[src/rtl/ipt_pkg.sv]
package ipt_pkg;

  typedef enum logic [1:0] {
    ST_IDLE  = 2'd0,
    ST_HEAD  = 2'd1,
    ST_PROBE = 2'd2,
    ST_DONE  = 2'd3
  } walk_st_e;

endpackage

[src/rtl/ipt_hash_fold.sv]
module ipt_hash_fold #(
  parameter int ASID_W = 12,
  parameter int VPN_W  = 36,
  parameter int BKT_W  = 12
) (
  input  logic [ASID_W-1:0] key_asid,
  input  logic [VPN_W-1:0]  key_vpn,
  output logic [BKT_W-1:0]  bucket
);

  // every source bit lands on position (bit index mod BKT_W)
  function automatic logic [BKT_W-1:0] fold_asid(input logic [ASID_W-1:0] x);
    logic [BKT_W-1:0] r;
    r = '0;
    for (int j = 0; j < ASID_W; j++) r[j % BKT_W] = r[j % BKT_W] ^ x[j];
    return r;
  endfunction

  function automatic logic [BKT_W-1:0] fold_vpn(input logic [VPN_W-1:0] x);
    logic [BKT_W-1:0] r;
    r = '0;
    for (int j = 0; j < VPN_W; j++) r[j % BKT_W] = r[j % BKT_W] ^ x[j];
    return r;
  endfunction

  assign bucket = fold_asid(key_asid) ^ fold_vpn(key_vpn);

endmodule

[src/rtl/ipt_entry_cmp.sv]
module ipt_entry_cmp #(
  parameter int ASID_W  = 12,
  parameter int VPN_W   = 36,
  parameter int FRAME_W = 16,
  localparam int ENT_W  = 1 + ASID_W + VPN_W + FRAME_W
) (
  input  logic [ENT_W-1:0]   ent_word,
  input  logic [ASID_W-1:0]  key_asid,
  input  logic [VPN_W-1:0]   key_vpn,
  output logic               ent_valid,
  output logic               ent_match,
  output logic [FRAME_W-1:0] ent_next,
  output logic               ent_last
);

  logic [ASID_W-1:0] st_asid;
  logic [VPN_W-1:0]  st_vpn;

  assign ent_valid = ent_word[ENT_W-1];
  assign st_asid   = ent_word[ENT_W-2 -: ASID_W];
  assign st_vpn    = ent_word[FRAME_W +: VPN_W];
  assign ent_next  = ent_word[FRAME_W-1:0];

  assign ent_match = ent_valid && (st_asid == key_asid) && (st_vpn == key_vpn);
  assign ent_last  = &ent_next;

endmodule

[src/rtl/ipt_walk_ctrl.sv]
module ipt_walk_ctrl
  import ipt_pkg::*;
#(
  parameter int ASID_W    = 12,
  parameter int VPN_W     = 36,
  parameter int FRAME_W   = 16,
  parameter int MAX_CHAIN = 32,
  localparam int CNT_W    = $clog2(MAX_CHAIN + 1)
) (
  input  logic               clk,
  input  logic               rst_n,
  input  logic               req_valid,
  output logic               req_ready,
  input  logic [ASID_W-1:0]  req_asid,
  input  logic [VPN_W-1:0]   req_vpn,
  output logic [ASID_W-1:0]  key_asid,
  output logic [VPN_W-1:0]   key_vpn,
  input  logic [FRAME_W-1:0] bkt_head,
  input  logic               ent_valid,
  input  logic               ent_match,
  input  logic [FRAME_W-1:0] ent_next,
  input  logic               ent_last,
  output logic               ent_rd_en,
  output logic [FRAME_W-1:0] ent_rd_addr,
  output logic               rsp_valid,
  output logic               rsp_hit,
  output logic [FRAME_W-1:0] rsp_frame,
  output logic [CNT_W-1:0]   rsp_probes,
  output logic               rsp_limit
);

  walk_st_e           state_q;
  logic [FRAME_W-1:0] cur_q;
  logic [CNT_W-1:0]   cnt_q;
  logic [CNT_W-1:0]   cnt_inc;

  // named events of the walk, used by the logic and by the checks
  logic accept_evt, empty_evt, probe_evt, hit_evt, end_evt, limit_evt, step_evt, skip_evt;
  logic at_budget;

  assign req_ready  = (state_q == ST_IDLE);
  assign accept_evt = req_valid && req_ready;
  assign empty_evt  = (state_q == ST_HEAD) && (&bkt_head);
  assign probe_evt  = (state_q == ST_PROBE);
  assign cnt_inc    = cnt_q + CNT_W'(1);
  assign at_budget  = (cnt_inc == CNT_W'(MAX_CHAIN));
  assign hit_evt    = probe_evt && ent_match;
  assign skip_evt   = probe_evt && !ent_valid;
  assign end_evt    = probe_evt && !ent_match && ent_last;
  assign limit_evt  = probe_evt && !ent_match && !ent_last && at_budget;
  assign step_evt   = probe_evt && !ent_match && !ent_last && !at_budget;

  assign ent_rd_en   = ((state_q == ST_HEAD) && !empty_evt) || step_evt;
  assign ent_rd_addr = (state_q == ST_HEAD) ? bkt_head : ent_next;
  assign rsp_valid   = (state_q == ST_DONE);

  always_ff @(posedge clk or negedge rst_n) begin
    if (!rst_n) begin
      state_q    <= ST_IDLE;
      cur_q      <= '0;
      cnt_q      <= '0;
      key_asid   <= '0;
      key_vpn    <= '0;
      rsp_hit    <= 1'b0;
      rsp_frame  <= '0;
      rsp_probes <= '0;
      rsp_limit  <= 1'b0;
    end else begin
      unique case (state_q)
        ST_IDLE: begin
          if (accept_evt) begin
            key_asid <= req_asid;
            key_vpn  <= req_vpn;
            cnt_q    <= '0;
            state_q  <= ST_HEAD;
          end
        end
        ST_HEAD: begin
          if (empty_evt) begin
            rsp_hit    <= 1'b0;
            rsp_frame  <= '0;
            rsp_probes <= '0;
            rsp_limit  <= 1'b0;
            state_q    <= ST_DONE;
          end else begin
            cur_q   <= bkt_head;
            state_q <= ST_PROBE;
          end
        end
        ST_PROBE: begin
          cnt_q <= cnt_inc;
          if (hit_evt) begin
            rsp_hit    <= 1'b1;
            rsp_frame  <= cur_q;
            rsp_probes <= cnt_inc;
            rsp_limit  <= 1'b0;
            state_q    <= ST_DONE;
          end else if (end_evt || limit_evt) begin
            rsp_hit    <= 1'b0;
            rsp_frame  <= '0;
            rsp_probes <= cnt_inc;
            rsp_limit  <= limit_evt;
            state_q    <= ST_DONE;
          end else begin
            cur_q <= ent_next;
          end
        end
        ST_DONE: state_q <= ST_IDLE;
        default: state_q <= ST_IDLE;
      endcase
    end
  end


  rsp_pulse_chk: assert property (@(posedge clk) disable iff (!rst_n)
    rsp_valid |=> !rsp_valid);


  idle_after_rsp_chk: assert property (@(posedge clk) disable iff (!rst_n)
    rsp_valid |=> req_ready);


  busy_after_accept_chk: assert property (@(posedge clk) disable iff (!rst_n)
    accept_evt |=> !req_ready && !rsp_valid);


  budget_report_chk: assert property (@(posedge clk) disable iff (!rst_n)
    rsp_valid && rsp_limit |-> !rsp_hit && (rsp_probes == CNT_W'(MAX_CHAIN)));


  probe_bound_chk: assert property (@(posedge clk) disable iff (!rst_n)
    rsp_valid |-> rsp_probes <= CNT_W'(MAX_CHAIN));


  hit_probed_chk: assert property (@(posedge clk) disable iff (!rst_n)
    rsp_valid && rsp_hit |-> rsp_probes != '0);


  skip_no_hit_chk: assert property (@(posedge clk) disable iff (!rst_n)
    skip_evt |=> !(rsp_valid && rsp_hit));


  no_null_read_chk: assert property (@(posedge clk) disable iff (!rst_n)
    ent_rd_en |-> !(&ent_rd_addr));


  read_then_probe_chk: assert property (@(posedge clk) disable iff (!rst_n)
    ent_rd_en |=> !req_ready && !rsp_valid);

endmodule

[src/rtl/ipt_hash_lookup.sv]
module ipt_hash_lookup #(
  parameter int ASID_W    = 12,
  parameter int VPN_W     = 36,
  parameter int FRAME_W   = 16,
  parameter int BKT_W     = 12,
  parameter int MAX_CHAIN = 32,
  localparam int CNT_W    = $clog2(MAX_CHAIN + 1),
  localparam int ENT_W    = 1 + ASID_W + VPN_W + FRAME_W
) (
  input  logic               clk,
  input  logic               rst_n,
  input  logic               req_valid,
  output logic               req_ready,
  input  logic [ASID_W-1:0]  req_asid,
  input  logic [VPN_W-1:0]   req_vpn,
  output logic               rsp_valid,
  output logic               rsp_hit,
  output logic [FRAME_W-1:0] rsp_frame,
  output logic [CNT_W-1:0]   rsp_probes,
  output logic               rsp_limit,
  output logic               bkt_rd_en,
  output logic [BKT_W-1:0]   bkt_rd_addr,
  input  logic [FRAME_W-1:0] bkt_rd_data,
  output logic               ent_rd_en,
  output logic [FRAME_W-1:0] ent_rd_addr,
  input  logic [ENT_W-1:0]   ent_rd_data
);

  logic [ASID_W-1:0]  key_asid;
  logic [VPN_W-1:0]   key_vpn;
  logic               ent_valid, ent_match, ent_last;
  logic [FRAME_W-1:0] ent_next;

  ipt_hash_fold #(
    .ASID_W(ASID_W), .VPN_W(VPN_W), .BKT_W(BKT_W)
  ) u_hash (
    .key_asid(req_asid),
    .key_vpn (req_vpn),
    .bucket  (bkt_rd_addr)
  );

  assign bkt_rd_en = req_valid && req_ready;

  ipt_entry_cmp #(
    .ASID_W(ASID_W), .VPN_W(VPN_W), .FRAME_W(FRAME_W)
  ) u_cmp (
    .ent_word (ent_rd_data),
    .key_asid (key_asid),
    .key_vpn  (key_vpn),
    .ent_valid(ent_valid),
    .ent_match(ent_match),
    .ent_next (ent_next),
    .ent_last (ent_last)
  );

  ipt_walk_ctrl #(
    .ASID_W(ASID_W), .VPN_W(VPN_W), .FRAME_W(FRAME_W), .MAX_CHAIN(MAX_CHAIN)
  ) u_ctrl (
    .clk        (clk),
    .rst_n      (rst_n),
    .req_valid  (req_valid),
    .req_ready  (req_ready),
    .req_asid   (req_asid),
    .req_vpn    (req_vpn),
    .key_asid   (key_asid),
    .key_vpn    (key_vpn),
    .bkt_head   (bkt_rd_data),
    .ent_valid  (ent_valid),
    .ent_match  (ent_match),
    .ent_next   (ent_next),
    .ent_last   (ent_last),
    .ent_rd_en  (ent_rd_en),
    .ent_rd_addr(ent_rd_addr),
    .rsp_valid  (rsp_valid),
    .rsp_hit    (rsp_hit),
    .rsp_frame  (rsp_frame),
    .rsp_probes (rsp_probes),
    .rsp_limit  (rsp_limit)
  );


  anchor_on_accept_chk: assert property (@(posedge clk) disable iff (!rst_n)
    bkt_rd_en |=> !req_ready);


  empty_bucket_chk: assert property (@(posedge clk) disable iff (!rst_n)
    rsp_valid && rsp_probes == '0 |-> !rsp_hit && !rsp_limit);


  miss_frame_zero_chk: assert property (@(posedge clk) disable iff (!rst_n)
    rsp_valid && !rsp_hit |-> rsp_frame == '0);

endmodule

[config.mk]
export PLATFORM = sky130hd
export DESIGN_NAME = ipt_hash_lookup
export DESIGN_NICKNAME = d
export VERILOG_FILES = /design/src/rtl/ipt_pkg.sv /design/src/rtl/ipt_hash_fold.sv /design/src/rtl/ipt_entry_cmp.sv /design/src/rtl/ipt_walk_ctrl.sv /design/src/rtl/ipt_hash_lookup.sv
export SDC_FILE = /design/constraint.sdc
export NUM_CORES = 1
export LEC_CHECK = 0
export BUFFER_PORTS_ARGS = -buffer_cell sky130_fd_sc_hd__buf_2
export CORE_ASPECT_RATIO = 1.5
export CORE_MARGIN = 5
export CORE_UTILIZATION = 46
export CTS_CLUSTER_DIAMETER = 150
export DETAILED_ROUTE_END_ITERATION = 8
export PLACE_DENSITY = 0.86
export SETUP_SLACK_MARGIN = 0.15
export SYNTH_ARGS = -nofsm -noshare
export SYNTH_HDL_FRONTEND = slang
export SYNTH_SLANG_ARGS = --single-unit
[constraint.sdc]
create_clock -name clk -period 2.2 [get_ports clk]
set_input_delay 0.33 -clock clk [delete_from_list [all_inputs] [get_ports clk]]
set_output_delay 0.33 -clock clk [all_outputs]
set_load 0.03 [all_outputs]
==> results.sh, run 1 <==
export IMPL_outcome="finished with violations"
export IMPL_violations="setup timing"
export IMPL_period_needed_ns=2.78
export IMPL_io_pins=188
export IMPL_place_inst=834
export IMPL_grt_pass1_wl_um=25900
export IMPL_grtUsageTotal=0.231
export IMPL_diodes=0
export IMPL_p_per_area_nw_per_um2=1260
export IMPL_synth_edf_count=0
export IMPL_reg2reg_setup_slack_ns=-0.55
export IMPL_synth_area_top_cells="dfrtp_1 (43%), mux2_2 (12%), xnor2_1 (7.6%), xor2_1 (5.2%), mux2i_1 (3.4%)"
export IMPL_setup_tns_ns=-21.87
export IMPL_clock_tree_root_cell="clkbuf_16"
export IMPL_avgSynthCellArea_um2=11.3
export IMPL_cts_max_path_buffers=2
export IMPL_cp_slowest_stage_delay_ns=0.51
export IMPL_cts_tree="done"
export IMPL_path_max_fanout=2
export IMPL_nets=842
export IMPL_peakVddDrop_v=0.00119
export IMPL_postRouteAntennaNets=0
export IMPL_initial_core_util=0.467
export IMPL_crit_chain="xnor2_2 > o221ai_2 > or4b_4 > or3_4 > o21bai_4 > or2_4 > nand2_4 > buf_6"
export IMPL_synth_most_common_cell="dfrtp_1"
export IMPL_grt_max_degree=50
export IMPL_setup_viol=43
export IMPL_yosys_area_top_type="dfrtp_1"
export IMPL_via_per_inst=5.64
export IMPL_synthFlopType="dfrtp_1"
export IMPL_power_mw=9.53
export IMPL_ys_warn_count=0
export IMPL_drc_errors=0
export IMPL_slew_headroom=0.627
export IMPL_finalWorstSetupSlack_ns=-0.578
export IMPL_syn_inst=493
export IMPL_slowest_stage="or4b_4"
export IMPL_synth_seq_area_share=0.433
export IMPL_fin_worst_skew_ns=0.00475
export IMPL_area_delta_synth_final_pct=35.9
export IMPL_cts_max_level=3
export IMPL_cts_sinks=96
export IMPL_coreArea_um2=11900
export IMPL_gr_total_overflow=0
export IMPL_cp_required_ns=1.87
export IMPL_leakagePower_nw=3.57
export IMPL_slew_viol_final=0
export IMPL_syn_nets=631
export IMPL_drive_gt1_frac=0.473
export IMPL_wirelength_um=17000
export IMPL_synthArstFlopShare=1.00
export IMPL_crit_type="flip-flop to output port"
export IMPL_yosys_area_top_type_share=0.433
export IMPL_rsz0062_at_grt="true"
export IMPL_drt_iter0_drc=177
export IMPL_fmax_ghz=0.360
export IMPL_whs_ns=0.236
export IMPL_period_share=1.26
export IMPL_end_kind="output port"
export IMPL_synth_commonest_cells="dfrtp_1 (96), mux2_2 (61), xnor2_1 (48), nand2_1 (45), xor2_1 (33)"
export IMPL_hold_viol=0
export IMPL_gp_congestion=0.975
export IMPL_numCtsBuffers=9
export IMPL_dieArea_um2=14400
export IMPL_path_clk_slew_ns=0.06
export IMPL_grt_pass1_vias=5178
export IMPL_dieWidth_um=99.7
export IMPL_cp_arrival_ns=2.45
export IMPL_dp_hpwl_um=12600
export IMPL_wl_per_cell_um=19.7
export IMPL_row_count=49
export IMPL_ys_seq_elements=96
export IMPL_worstMarginPinSlew_ns=0.552
export IMPL_synth_cell_type_count=45
export IMPL_maxCapViolations=0
export IMPL_fin_cells=861
export IMPL_port_buffers=187
export IMPL_hold_class="input port to flip-flop"
export IMPL_syn_area_um2=5550
export IMPL_antenna_found_initial=0
export IMPL_die_h_um=145
export IMPL_num_vias=4856
export IMPL_dr_pass1_iters=4
export IMPL_critPathLaunchType="flip-flop"
export IMPL_clkLatencyLatePin_ns=0.33
power breakdown:
group / internal, mW / total, mW / leakage [nW] / switching [mW]
clock network: 0.818 / 1.43 / 0.134 / 0.615
registers: 2.45 / 2.97 / 1.20 / 0.521
logic: 2.63 / 5.12 / 2.23 / 2.50
total: 5.90 / 9.53 / 3.57 / 3.63
layout make-up:
type,instances,area [um2]
Inverter,15,61.3
Sequential cell,96,2400
Clock inverter,3,17.5
Fill cell,880,4350
Tap cell,153,191
Clock buffer,12,256
Multi-Input combinational cell,355,3110
Timing Repair Buffer,227,1510
metal layers:
metal / global-route usage / routed length (um) / up-vias
li1: - / - / 2205
met1: 0.240 / 5960 / 2340
met2: 0.429 / 8940 / 264
met3: 0.0502 / 1370 / 47
met4: 0.123 / 688 / 0
met5: 0 / 0 / -
metrics by stage:
step | cell area [um2] | util | worst slack [ns]
2_1_floorplan | 5570 | - | -0.133
3_3_place_gp | 6840 | 0.575 | -0.428
3_5_place_dp | 6840 | 0.575 | -0.447
4_1_cts | 7490 | 0.630 | -0.625
5_1_grt | 7550 | 0.635 | -0.668
6_report | 7550 | 0.635 | -0.578
worst max-delay path: cells and delay by family, from the launching register on:
kind / cells / cell delay [ns]
simple gates: 4 / 1.12
flops: 1 / 0.40
compound gates: 2 / 0.29
buf+inv: 1 / 0.13
xor+xnor: 1 / 0.16
state kept, by name, indices dropped and copies added, names as in the netlist:
signal / count
u_ctrl.rsp_probes: 6
u_ctrl.rsp_hit: 1
u_ctrl.key_vpn: 36
u_ctrl.rsp_limit: 1
u_ctrl.cur_q: 16
u_ctrl.rsp_frame: 16
u_ctrl.key_asid: 12
u_ctrl.cnt_q: 6
u_ctrl.state_q: 2
worst paths after layout:
path	startpoint	to	depth (start not counted)
setup / recovery	u_ctrl.key_vpn[31]$_DFFE_PN0P_	ent_rd_en	8
hold / removal	req_asid[6]	u_ctrl.key_asid[6]$_DFFE_PN0P_	3
setup reg to reg	u_ctrl.key_vpn[31]$_DFFE_PN0P_	u_ctrl.rsp_frame[4]$_DFFE_PN0P_	11
hold reg to reg	u_ctrl.rsp_hit$_DFFE_PN0P_	u_ctrl.rsp_hit$_DFFE_PN0P_	1
max in group asynchronous	rst_n	u_ctrl.rsp_frame[2]$_DFFE_PN0P_	3
min in group asynchronous	rst_n	u_ctrl.key_vpn[35]$_DFFE_PN0P_	2
placed cells by master, fill, tap and decap left out, types with 19 or more instances in the layout:
| master | netlist | final |
|---|---|---|
| xor2_1 | 33 | 33 |
| nand2_1 | 45 | 43 |
| xnor2_1 | 48 | 47 |
| mux2_2 | 61 | 45 |
| buf_6 | 5 | 22 |
| buf_4 | 0 | 25 |
| mux2_4 | 1 | 19 |
| dfrtp_1 | 96 | 96 |
| mux2i_1 | 19 | 19 |
| buf_2 | 3 | 169 |
cell families after synthesis:
group | synth area share
AND/OR/NAND/NOR | 0.105
multiplexers | 0.167
adder cells (fa/ha/maj) | 0.0135
AO/OA/AOI/OAI | 0.118
buffers and inverters | 0.0365
flip-flops | 0.433
XOR/XNOR | 0.128
timing repair:
action                                  CTS  global route
gates resized for setup                  71            10
hold buffers                              1             0
hold endpoints to repair                 27             0
pin swaps                                 7             6
endpoints found under the setup margin   60            60
buffers inserted                          5             2
gates cloned                              4             0
Note: power is estimated with default switching activity, not from simulation.
==> inputs of run 2 (changes only) <==
--- a/config.mk
+++ b/config.mk
@@ -12,7 +12,7 @@
 export CTS_CLUSTER_DIAMETER = 150
 export DETAILED_ROUTE_END_ITERATION = 8
 export PLACE_DENSITY = 0.86
-export SETUP_SLACK_MARGIN = 0.15
+export SETUP_SLACK_MARGIN = 0.2
 export SYNTH_ARGS = -nofsm -noshare
 export SYNTH_HDL_FRONTEND = slang
 export SYNTH_SLANG_ARGS = --single-unit
==> run 2 against run 1 <==
The flow still finishes with violations (setup timing). Non-clock buffer count is 1 higher. Global-route usage is essentially flat. Fmax decreased by 0.11%. Final area rose by 0.18%. Critical path type unchanged. Worst hold slack lost 0.0030 ns.
==> results.sh, run 2 (same netlist as run 1, synthesis figures left out) <==
export IMPL_outcome="finished with violations"
export IMPL_violations="setup timing"
export IMPL_drive_gt1_frac=0.475
export IMPL_dp_hpwl_um=12600
export IMPL_largest_register_ff_count=36
export IMPL_fin_worst_skew_ns=0.00655
export IMPL_wirelength_um=16800
export IMPL_area_delta_synth_final_pct=36.2
export IMPL_fillers=869
export IMPL_drt_iter0_drc=187
export IMPL_gr_total_overflow=0
export IMPL_path_max_fanout=2
export IMPL_p_per_area_nw_per_um2=1260
export IMPL_fin_cells=862
export IMPL_cts_sinks=96
export IMPL_cts_max_path_buffers=2
export IMPL_die_h_um=145
export IMPL_cts_tree="done"
export IMPL_slew_headroom=0.623
export IMPL_cp_arrival_ns=2.45
export IMPL_p_sw_frac=0.381
export IMPL_hold_class="input port to flip-flop"
export IMPL_mostFrequentLayoutCells="buf_2 (168), dfrtp_1 (95), xnor2_1 (47)"
export IMPL_largest_register="u_ctrl.key_vpn"
export IMPL_crit_type="flip-flop to output port"
export IMPL_cts_max_level=3
export IMPL_leakagePower_nw=3.57
export IMPL_period_needed_ns=2.78
export IMPL_multiInputGateArea_um2=3110
export IMPL_wl_per_cell_um=19.5
export IMPL_p_int_mw=5.91
export IMPL_end_kind="output port"
export IMPL_antenna_found_initial=0
export IMPL_p_switching_mw=3.64
export IMPL_dieWidth_um=99.7
export IMPL_worstMarginPinSlew_ns=0.559
export IMPL_final_common_cell="buf_2"
export IMPL_diodes=0
export IMPL_via_per_inst=5.60
export IMPL_pre_cts_ws_ns=-0.447
export IMPL_crit_start="u_ctrl.key_vpn[31]$_DFFE_PN0P_"
export IMPL_slew_viol_final=0
export IMPL_drc_errors=0
export IMPL_grt_max_degree=50
export IMPL_gp_congestion=0.975
export IMPL_grtUsageTotal=0.231
export IMPL_cp_required_ns=1.87
export IMPL_hold_viol=0
export IMPL_nets=843
export IMPL_pwr_share_clk=0.151
export IMPL_hold_start="req_asid[6]"
export IMPL_path_clk_slew_ns=0.07
export IMPL_coreArea_um2=11900
export IMPL_rsz0062_at_grt="true"
export IMPL_clkLatencyLatePin_ns=0.34
export IMPL_finalWorstSetupSlack_ns=-0.581
export IMPL_top_regs="u_ctrl.key_vpn (36), u_ctrl.cur_q (16), u_ctrl.rsp_frame (16)"
export IMPL_whs_ns=0.233
export IMPL_clock_tree_root_cell="clkbuf_16"
export IMPL_grt_pass1_vias=5216
export IMPL_postRouteAntennaNets=0
export IMPL_seq_power_share=0.312
export IMPL_final_seq_area_um2=2400
export IMPL_period_share=1.26
export IMPL_peakVddDrop_v=0.00120
export IMPL_setup_viol=43
export IMPL_critPathLaunchType="flip-flop"
export IMPL_io_pins=188
export IMPL_numCtsBuffers=9
export IMPL_dieArea_um2=14400
export IMPL_grt_pass1_wl_um=26000
export IMPL_dr_pass1_iters=4
export IMPL_initial_core_util=0.467
export IMPL_row_count=49
export IMPL_num_vias=4825
export IMPL_maxCapViolations=0
export IMPL_timing_rr_start="u_ctrl.key_vpn[31]$_DFFE_PN0P_"
export IMPL_port_buffers=187
export IMPL_power_mw=9.55
export IMPL_place_inst=834
export IMPL_combPwrFrac=0.537
export IMPL_fmax_ghz=0.360
==> run 2: path summary, 6_finish.rpt <==
path	slack (ns)	endpoint	depth (start not counted)
min in group asynchronous	0.47	u_ctrl.key_vpn[11]$_DFFE_PN0P_	2
setup / recovery	-0.58	ent_rd_en	8
max in group asynchronous	0.95	u_ctrl.state_q[0]$_DFFE_PN0P_	3
hold reg to reg	0.49	u_ctrl.rsp_hit$_DFFE_PN0P_	1
setup reg to reg	-0.56	u_ctrl.rsp_frame[4]$_DFFE_PN0P_	11
hold / removal	0.23	u_ctrl.key_asid[6]$_DFFE_PN0P_	3
==> run 2: per-layer routing <==
layer / vias up / wire, um / global-route usage
met5: - / 0 / 0
met4: 0 / 772 / 0.132
met3: 55 / 1300 / 0.0507
met2: 246 / 8720 / 0.423
met1: 2316 / 6040 / 0.241
li1: 2208 / - / -
==> run 2: power by group through the flow <==
stage          logic (mW)  registers [mW]  clock network (mW)
2_1_floorplan        3.14            2.87                   0
3_3_place_gp         4.06            2.93                   0
3_5_place_dp         4.23            2.98                   0
4_1_cts              4.93            2.95                1.48
5_1_grt              5.48            3.05                1.55
6_report             5.13            2.98                1.44
==> run 2: stage by stage <==
stage | util | TNS, ns | cell area [um2]
finish | 0.636 | -21.68 | 7560
global route | 0.636 | -25.26 | 7560
CTS | 0.630 | -22.11 | 7500
detailed placement | 0.575 | -16.15 | 6840
global placement | 0.575 | -15.38 | 6840
floorplan | - | -1.49 | 5570
==> run 2: timing repair <==
item                                    4_1_cts  5_1_grt
cloned                                        4        0
hold endpoints to repair                     27        0
pin swaps                                     7        7
hold buffers                                  1        0
resized for setup                            71       13
setup buffers                                 6        2
endpoints found under the setup margin       60       61
==> run 2: layout make-up <==
class	count	share of cell area
Timing Repair Buffer	228	0.201
Clock inverter	3	0.00232
Tap cell	153	0.0253
Inverter	15	0.00844
Sequential cell	96	0.318
Clock buffer	12	0.0339
Multi-Input combinational cell	355	0.411
==> run 2: critical path: stages (launching register included) <==
cell,delay (ns)
dfrtp_1,0.40
xnor2_2,0.16
o221ai_2,0.11
or4b_4,0.51
or3_4,0.41
o21bai_4,0.18
or2_4,0.16
nand2_4,0.04
buf_6,0.13
==> inputs of run 3 (changes only) <==
--- a/config.mk
+++ b/config.mk
@@ -5,13 +5,13 @@
 export SDC_FILE = /design/constraint.sdc
 export NUM_CORES = 1
 export LEC_CHECK = 0
-export BUFFER_PORTS_ARGS = -buffer_cell sky130_fd_sc_hd__buf_2
 export CORE_ASPECT_RATIO = 1.5
 export CORE_MARGIN = 5
-export CORE_UTILIZATION = 46
+export CORE_UTILIZATION = 56
 export CTS_CLUSTER_DIAMETER = 150
 export DETAILED_ROUTE_END_ITERATION = 8
-export PLACE_DENSITY = 0.86
+export DONT_BUFFER_PORTS = 1
+export PLACE_DENSITY = 0.83
 export SETUP_SLACK_MARGIN = 0.2
 export SYNTH_ARGS = -nofsm -noshare
 export SYNTH_HDL_FRONTEND = slang
==> run 3 against run 2 <==
The run ends with hold timing, setup timing left. Largest power group unchanged. Clock-buffer cell count is 2 lower. Clock power grew 37%. First-iteration DRC count is 52% lower. Critical path depth rose by 2.
==> results.sh, run 3 (same netlist as run 1, synthesis figures left out) <==
export IMPL_outcome="finished with violations"
export IMPL_violations="hold timing, setup timing"
export IMPL_hold_viol=96
export IMPL_setup_tns_ns=-17.83
export IMPL_grt_use_met3=0.0777
export IMPL_clkLatencyLatePin_ns=0.33
export IMPL_cts_sinks=96
export IMPL_period_share=1.24
export IMPL_path_max_fanout=6
export IMPL_top_regs="u_ctrl.key_vpn (36), u_ctrl.cur_q (16), u_ctrl.rsp_frame (16)"
export IMPL_largest_register_ff_count=36
export IMPL_drc_errors=0
export IMPL_dieWidth_um=91.3
export IMPL_finalWorstSetupSlack_ns=-0.518
export IMPL_nets=658
export IMPL_pre_cts_ws_ns=-0.326
export IMPL_path_clk_slew_ns=0.07
export IMPL_grt_max_degree=97
export IMPL_peakVddDrop_v=0.000837
export IMPL_rsz0062_at_grt="true"
export IMPL_cp_required_ns=2.41
export IMPL_grt_pass1_wl_um=21900
export IMPL_grtUsageMet1=0.242
export IMPL_cp_top_family="simple AND/OR/NAND/NOR gates"
export IMPL_initial_core_util=0.573
export IMPL_cts_max_path_buffers=2
export IMPL_critPathLaunchType="flip-flop"
export IMPL_dr_pass1_iters=4
export IMPL_cp_slowest_stage_delay_ns=0.52
export IMPL_crit_type="flip-flop to flip-flop"
export IMPL_largest_register="u_ctrl.key_vpn"
export IMPL_fin_worst_skew_ns=0.00508
export IMPL_final_util=0.676
export IMPL_mostFrequentLayoutCells="dfrtp_1 (95), xnor2_1 (48), mux2_2 (45)"
export IMPL_grtUsageTotal=0.227
export IMPL_reg2reg_setup_slack_ns=-0.52
export IMPL_end_kind="flip-flop"
export IMPL_whs_ns=-0.309
export IMPL_coreArea_um2=9690
export IMPL_slew_headroom=0.538
export IMPL_gp_congestion=0.817
export IMPL_drive_gt1_frac=0.288
export IMPL_row_count=44
export IMPL_reg2reg_to="u_ctrl.rsp_probes[5]$_DFFE_PN0P_"
export IMPL_antenna_found_initial=0
export IMPL_power_mw=9.56
export IMPL_leakagePower_nw=2.80
export IMPL_port_buffers=0
export IMPL_io_pins=188
export IMPL_busiest_layer="met2"
export IMPL_timing_rr_start="u_ctrl.key_vpn[31]$_DFFE_PN0P_"
export IMPL_wirelength_um=14400
export IMPL_dp_hpwl_um=10600
export IMPL_dieArea_um2=12000
export IMPL_worst_path_buf_inv=3
export IMPL_postRouteAntennaNets=0
export IMPL_via_per_inst=6.22
export IMPL_die_h_um=132
export IMPL_period_needed_ns=2.72
export IMPL_setup_viol=43
export IMPL_cts_tree="done"
export IMPL_wl_per_cell_um=22.6
export IMPL_worstMarginPinSlew_ns=0.689
export IMPL_slowest_stage="or4b_4"
export IMPL_maxCapViolations=0
export IMPL_p_per_area_nw_per_um2=1460
export IMPL_final_common_cell="dfrtp_1"
export IMPL_crit_chain="xnor2_1 > o221ai_1 > or4b_4 > or3_4 > o21bai_4 > buf_4 > buf_6 > o21ai_4 > buf_12 > mux2_1"
export IMPL_num_vias=3980
export IMPL_drt_iter0_drc=90
export IMPL_diodes=0
export IMPL_cts_max_level=3
export IMPL_grt_util_met2=0.410
export IMPL_clock_tree_root_cell="clkbuf_16"
export IMPL_area_delta_synth_final_pct=17.9
export IMPL_fmax_ghz=0.368
export IMPL_grt_pass1_vias=4279
export IMPL_slew_viol_final=0
export IMPL_gr_total_overflow=0
export IMPL_numCtsBuffers=9
export IMPL_hold_class="input port to async pin"
export IMPL_ff2ff_path_depth=10
export IMPL_cp_arrival_ns=2.93
-- run 3: cell types whose count changed in the layout (fill, tap and decap cells not counted), sizes merged --
cell / delta
buf: -185
bufinv: +5
clkbuf: +1
bufbuf: -2
dlygate4sd3: -1
clkinv: -1
inv: -1
-- run 3: routing by layer --
| metal | part of all wire | vias up |
|---|---|---|
| met1 | 0.34 | 1935 |
| met3 | 0.085 | 25 |
| met4 | 0.032 | 0 |
| li1 | - | 1828 |
| met5 | 0 | - |
| met2 | 0.54 | 192 |
-- run 3: cell type report --
type / instances / area, um2
inverter: 15 / 60.1
tap: 115 / 144
sequential: 96 / 2400
clock inverter: 6 / 155
timing repair buffer: 43 / 469
clock buffer: 10 / 229
multi-input combinational: 355 / 3090
fill: 699 / 3140
-- run 3: repair_timing --
| action | in CTS | in global routing |
|---|---|---|
| gates cloned | 2 | 5 |
| buffers inserted | 1 | 2 |
| hold endpoints to repair | 96 | 96 |
| setup endpoints to repair | 60 | 64 |
| resized for setup | 28 | 11 |
| pin swaps | 2 | 1 |
-- run 3: per-stage QoR --
step	cells	instance area [um2]	hold WS, ns
final	640	6550	-0.309
after global routing	640	6550	-0.327
after CTS	633	6380	-0.326
after detailed placement	614	5870	0.0367
after global placement	614	5870	0.0366
after floorplan	493	5570	0.0344
-- run 3: worst max-delay path by stage --
stage,to,slack [ns],cells past startpoint,startpoint
after global routing,u_ctrl.rsp_probes[5]$_DFFE_PN0P_,-0.58,10,u_ctrl.key_vpn[31]$_DFFE_PN0P_
after CTS,ent_rd_en,-0.51,7,u_ctrl.key_vpn[31]$_DFFE_PN0P_
after floorplan,ent_rd_en,-0.13,8,u_ctrl.key_vpn[31]$_DFFE_PN0P_
final,u_ctrl.rsp_probes[5]$_DFFE_PN0P_,-0.52,10,u_ctrl.key_vpn[31]$_DFFE_PN0P_
after detailed placement,u_ctrl.rsp_probes[5]$_DFFE_PN0P_,-0.33,8,u_ctrl.key_vpn[31]$_DFFE_PN0P_
after global placement,u_ctrl.rsp_probes[0]$_DFFE_PN0P_,-0.24,8,u_ctrl.key_vpn[31]$_DFFE_PN0P_
-- run 3: power by group --
group | total [mW] | switching [mW] | internal (mW)
Sequential | 3.00 | 0.542 | 2.45
Combinational | 4.59 | 2.26 | 2.34
Clock | 1.98 | 0.636 | 1.34
Total | 9.56 | 3.44 | 6.13
